## src/rtl/taint_track_pkg.sv

```systemverilog
package taint_track_pkg;

  // Taint version codes; the numeric order is the select encoding.
  typedef enum logic [2:0] {
    VER_EXACT   = 3'd0,
    VER_A_BIAS  = 3'd1,
    VER_B_BIAS  = 3'd2,
    VER_ALL_OR  = 3'd3,
    VER_A_ONLY  = 3'd4,
    VER_B_ONLY  = 3'd5,
    VER_ONE     = 3'd6,
    VER_ZERO    = 3'd7
  } taintVerE;

  localparam int VER_CODE_W = 3;
  localparam int MAX_VER_COST = 5;

  // One-hot strobes from control to a lane datapath.
  typedef struct packed {
    logic exact;
    logic aBias;
    logic bBias;
    logic allOr;
    logic aOnly;
    logic bOnly;
    logic forceOne;
    logic forceZero;
  } verStrobeT;

  // Rough gate count of each version's taint logic.
  function automatic logic [2:0] verCost(input taintVerE ver);
    logic [2:0] c;
    unique case (ver)
      VER_EXACT:  c = 3'd5;
      VER_A_BIAS: c = 3'd2;
      VER_B_BIAS: c = 3'd2;
      VER_ALL_OR: c = 3'd1;
      default:    c = 3'd0;
    endcase
    return c;
  endfunction

endpackage

```

## src/rtl/taint_sel_ctrl.sv

```systemverilog
module taint_sel_ctrl
  import taint_track_pkg::*;
#(
  parameter int LANES    = 4,
  parameter bit EXTENDED = 1'b1,
  localparam int SEL_W   = LANES * VER_CODE_W
) (
  input  logic                  [SEL_W-1:0] selFlat,
  output logic                  [SEL_W-1:0] effSelFlat,
  output verStrobeT             [LANES-1:0] strobes
);

  for (genvar i = 0; i < LANES; i++) begin : g_lane
    logic [VER_CODE_W-1:0] rawSel;
    logic [VER_CODE_W-1:0] effSel;
    verStrobeT laneStb;

    assign rawSel = selFlat[i*VER_CODE_W +: VER_CODE_W];

    if (EXTENDED) begin : g_ext
      assign effSel = rawSel;
    end else begin : g_base
      assign effSel = (rawSel > 3'd3) ? 3'd3 : rawSel;
    end

    always_comb begin
      laneStb = '0;
      case (taintVerE'(effSel))
        VER_EXACT:  laneStb.exact     = 1'b1;
        VER_A_BIAS: laneStb.aBias     = 1'b1;
        VER_B_BIAS: laneStb.bBias     = 1'b1;
        VER_ALL_OR: laneStb.allOr     = 1'b1;
        VER_A_ONLY: laneStb.aOnly     = 1'b1;
        VER_B_ONLY: laneStb.bOnly     = 1'b1;
        VER_ONE:    laneStb.forceOne  = 1'b1;
        default:    laneStb.forceZero = 1'b1;
      endcase
    end

    assign effSelFlat[i*VER_CODE_W +: VER_CODE_W] = effSel;
    assign strobes[i] = laneStb;

    always_comb begin

      strobe_onehot_chk: assert ($onehot(laneStb));

      if (!EXTENDED) begin
        base_limit_chk: assert (!(laneStb.aOnly | laneStb.bOnly | laneStb.forceOne | laneStb.forceZero));
      end
    end
  end

endmodule

```

## src/rtl/taint_lane_dp.sv

```systemverilog
module taint_lane_dp
  import taint_track_pkg::*;
#(
  parameter bit IS_OR         = 1'b0,
  parameter bit CONST_TAINTED = 1'b0,
  parameter bit KEEP_DATA     = 1'b1
) (
  input  logic      a,
  input  logic      b,
  input  logic      aT,
  input  logic      bT,
  input  logic      constA,
  input  logic      constB,
  input  verStrobeT stb,
  output logic      y,
  output logic      yT
);

  logic atEff, btEff;
  logic passA, passB;
  logic tExact, tABias, tBBias, tAllOr;

  always_comb begin
    atEff  = constA ? CONST_TAINTED : aT;
    btEff  = constB ? CONST_TAINTED : bT;
    // An operand's taint reaches the output when the other operand does not dominate.
    passA  = IS_OR ? ~a : a;
    passB  = IS_OR ? ~b : b;
    tExact = (passA & btEff) | (passB & atEff) | (atEff & btEff);
    tABias = atEff | (passA & btEff);
    tBBias = btEff | (passB & atEff);
    tAllOr = atEff | btEff;
    yT = (stb.exact & tExact) | (stb.aBias & tABias) | (stb.bBias & tBBias)
       | (stb.allOr & tAllOr) | (stb.aOnly & atEff) | (stb.bOnly & btEff)
       | stb.forceOne;
  end

  if (KEEP_DATA) begin : g_data
    assign y = IS_OR ? (a | b) : (a & b);
  end else begin : g_nodata
    assign y = 1'b0;
  end

  always_comb begin

    if (stb.exact | stb.aBias | stb.bBias | stb.allOr) begin
      conservative_chk: assert (!tExact || yT);
    end

    if (!atEff && !btEff && !stb.forceOne) begin
      untainted_quiet_chk: assert (!yT);
    end
  end

endmodule

```

## src/rtl/taint_cost_sum.sv

```systemverilog
module taint_cost_sum
  import taint_track_pkg::*;
#(
  parameter int LANES     = 4,
  parameter int COST_MODE = 2,
  parameter int COST_W    = 5,
  localparam int SEL_W    = LANES * VER_CODE_W
) (
  input  logic [SEL_W-1:0]  effSelFlat,
  output logic [COST_W-1:0] cost
);

  if (COST_MODE == 2) begin : g_full
    always_comb begin
      cost = '0;
      for (int i = 0; i < LANES; i++) begin
        cost = cost + COST_W'(verCost(taintVerE'(effSelFlat[i*VER_CODE_W +: VER_CODE_W])));
      end
    end
  end else if (COST_MODE == 1) begin : g_simple
    always_comb begin
      cost = '0;
      for (int i = 0; i < LANES; i++) begin
        cost = cost + COST_W'(effSelFlat[i*VER_CODE_W +: VER_CODE_W] != '0);
      end
    end
  end else begin : g_none
    assign cost = '0;
  end

  always_comb begin

    cost_bound_chk: assert (32'(cost) <= MAX_VER_COST * LANES);
  end

endmodule

```

## src/rtl/taint_track_array.sv

```systemverilog
module taint_track_array
  import taint_track_pkg::*;
#(
  parameter int NUM_AND       = 2,
  parameter int NUM_OR        = 2,
  parameter bit EXTENDED      = 1'b1,
  parameter int COST_MODE     = 2,
  parameter bit CONST_TAINTED = 1'b0,
  parameter bit KEEP_DATA     = 1'b1,
  localparam int LANES        = NUM_AND + NUM_OR,
  localparam int SEL_W        = LANES * VER_CODE_W,
  localparam int COST_W       = $clog2(MAX_VER_COST * LANES + 1)
) (
  input  logic [LANES-1:0]  a,
  input  logic [LANES-1:0]  b,
  input  logic [LANES-1:0]  aT,
  input  logic [LANES-1:0]  bT,
  input  logic [LANES-1:0]  constA,
  input  logic [LANES-1:0]  constB,
  input  logic [SEL_W-1:0]  sel,
  output logic [LANES-1:0]  y,
  output logic [LANES-1:0]  yT,
  output logic [COST_W-1:0] cost
);

  verStrobeT [LANES-1:0] strobes;
  logic [SEL_W-1:0] effSel;

  taint_sel_ctrl #(.LANES(LANES), .EXTENDED(EXTENDED)) u_ctrl (
    .selFlat(sel), .effSelFlat(effSel), .strobes(strobes)
  );

  for (genvar i = 0; i < LANES; i++) begin : g_lane
    taint_lane_dp #(
      .IS_OR(i >= NUM_AND), .CONST_TAINTED(CONST_TAINTED), .KEEP_DATA(KEEP_DATA)
    ) u_dp (
      .a(a[i]), .b(b[i]), .aT(aT[i]), .bT(bT[i]),
      .constA(constA[i]), .constB(constB[i]),
      .stb(strobes[i]), .y(y[i]), .yT(yT[i])
    );
  end

  taint_cost_sum #(.LANES(LANES), .COST_MODE(COST_MODE), .COST_W(COST_W)) u_cost (
    .effSelFlat(effSel), .cost(cost)
  );

endmodule

```

## config.mk

```make
export PLATFORM = sky130hd
export DESIGN_NAME = taint_track_array
export DESIGN_NICKNAME = d
export VERILOG_FILES = /design/src/rtl/taint_track_pkg.sv /design/src/rtl/taint_sel_ctrl.sv /design/src/rtl/taint_lane_dp.sv /design/src/rtl/taint_cost_sum.sv /design/src/rtl/taint_track_array.sv
export SDC_FILE = /design/constraint.sdc
export NUM_CORES = 1
export LEC_CHECK = 0
export ABC_AREA = 1
export BUFFER_PORTS_ARGS = -buffer_cell sky130_fd_sc_hd__buf_2
export CAP_MARGIN = 20
export CORE_UTILIZATION = 46
export DETAILED_ROUTE_END_ITERATION = 7
export PLACE_DENSITY = 0.86
export REMOVE_ABC_BUFFERS = 1
export SLEW_MARGIN = 20
export SYNTH_ARGS = -nofsm -noshare
export SYNTH_HDL_FRONTEND = slang
export SYNTH_SLANG_ARGS = --single-unit
```

## constraint.sdc

```tcl
create_clock -name vclk -period 3.65
set_input_delay 0.5475 -clock vclk [all_inputs]
set_output_delay 0.5475 -clock vclk [all_outputs]
set_load 0.005 [all_outputs]
```

==> impl_metrics.toml <==
[status]
status = "completed"

[route]
routedWlPerCell_um = 8.951
first_pass_iters = 4
drc_errors = 0
viasPerCell = 4.553
drt.antenna.violating_nets = 0
vias = 938
wirelength_um = 1844
drt_iter0_drc = 10

[global_routing]
grt_pass1_vias = 824
grt_use_total_pct = 20.42
grt_pass1_wl_um = 3049
antenna_found_initial = 0
grt_max_degree = 8
overflow = 0

[synthesis]
synth_cell_types = 13
synthTopCellsByCount = "46 x nand2_1, 35 x inv_1, 22 x nor2_1, 8 x buf_4"
netlist.top_cell.by_area = "nand2_1"
yosysMostFrequentCell = "nand2_1"
synthTopCellsByArea = "nand2_1 22%, inv_1 17%, fa_1 13%"
synth_top_area_share_pct = 22.37
seq_area_frac_synth_pct = 0
syn_area_um2 = 772.0
netlist_instances = 146
syn_area_per_cell_um2 = 5.288
yosysWarnings = 0

[pwr]
ir_worst_vdd_mv = 0.08313
power_frac_comb_pct = 100.0
switching_share_pct = 51.81
p_int_uw = 71.19
power_frac_seq_pct = 0
power.clock.fraction_pct = 0
p_total_uw = 147.7
p_leak_uw = 0.0007323
powerDensity_nw_per_um2 = 139.2
p_sw_uw = 76.54

[final_layout]
n_antenna_cell = 0
seq_cells = 0
fin_util_pct = 68.83
finalNetCount = 239
final_cells = 206
syn2layout_area_growth_pct = 37.44
seqCellArea_um2 = 0
clkbuf_count = 0
final_design_area_no_fill_um2 = 1061
drive_gt1_share_pct = 37.37

[clocking]
ctsHoldBuffers = 0

[sta]
setup_viol = 0
timing.final.crit_share_pct = 97.74
fin_ws_ps = 82.33
slew_headroom_pct = 86.84
final_max_slew_viol_count = 0
fmax_ghz = 0.2803
period_needed_ps = 3568
worstMarginPinSlew_ps = 196.8
timing.final.hold_violations = 0

[place]
place_inst = 205
postPlaceCellArea_um2 = 992.2
numPortBuffers = 49
hpwl_um = 1541
dpl_worst_slack_ps = -21.62
gp_congestion = 0.7262

[die]
rows = 14
die_h_um = 42.97
start_util_pct = 50.08
die_x_um = 42.97
ioPinCount = 49
core_region_area_um2 = 1541
dieArea_um2 = 1846

[critical_path]
critPathSlowestCell = "fa_2"
critPathMaxFanout = 3
arrival_ps = 3020
crit_type = "in -> out"
required_ps = 3100
cp_top_family = "adder cells"
path_cells = "buf_4 > inv_4 > nand2_4 > a21oi_2 > ha_2 > inv_2 > fa_1 > inv_1 > fa_1 > ha_2 > inv_2 > fa_2 > inv_1 > buf_2"
critPathMaxStageDelay_ps = 510
path_buf_inv = 7
cp-start-kind = "input pin"
worstSetupEndpointType = "primary output"

[flow_run]
drv_cap = 0

[hold_path]
min_path_type = "in -> out"
[worst paths after layout]
| check | cells past startpoint | from | end | slack [ps] |
|---|---|---|---|---|
| worst max-delay path | 14 | sel[0] | cost[2] | 80 |
| worst min-delay path | 4 | a[0] | y[0] | 1360 |
[placed cells by master (no fill, tap or decap)]
master	n
buf_2	45
nand2_1	44
inv_1	29
nor2_1	20
nand3_1	6
inv_2	4
a21oi_1	4
nand3b_1	4
fa_1	4
ha_1	4
buf_4	4
xor2_1	3
buf_6	3
inv_4	2
nand2_4	2
nor2_2	2
a21oi_2	2
nand2_2	2
or2_2	2
ha_2	2
xnor2_1	1
fa_2	1
[metrics by stage]
stage | TNS, ps | hold WS, ps
floorplan | 0 | 1167
global placement | 0 | 1352
detailed placement | -21.62 | 1356
CTS | 0 | 1357
global route | -11.44 | 1374
finish | 0 | 1355
[power by group through the flow]
| stage | logic [uW] | registers, uW | clock network, uW |
|---|---|---|---|
| 2_1_floorplan | 75.5 | 0 | 0 |
| 5_1_grt | 170 | 0 | 0 |
| 3_3_place_gp | 128 | 0 | 0 |
| 6_report | 148 | 0 | 0 |
| 3_5_place_dp | 135 | 0 | 0 |
| 4_1_cts | 137 | 0 | 0 |
[routing by layer]
metal	global-route usage (%)	vias to the layer above	part of all wire (%)
met2	41.21	31	51
met5	0	-	0
met1	24.09	399	43
met4	3.030	0	1.1
li1	-	506	-
met3	0	2	4.4
[logic make-up after synthesis]
logic type      synth area share (%)
compound gates                 3.890
xor+xnor                       4.539
fa+ha+maj                      22.69
buf+inv                        24.80
simple gates                   44.08
[cell type report]
type | count | area (um^2)
Fill cell | 139 | 480.5
Inverter | 35 | 136.4
Multi-Input combinational cell | 103 | 615.6
Tap cell | 16 | 20.02
Timing Repair Buffer | 52 | 289.0
[what timing repair did]
| item | CTS | global route |
|---|---|---|
| setup buffers | 0 | 1 |
| pin swaps | 0 | 7 |
| setup endpoints to repair | 1 | 2 |
| gates resized for setup | 4 | 20 |
No activity file was read; power rests on OpenSTA's default activity.
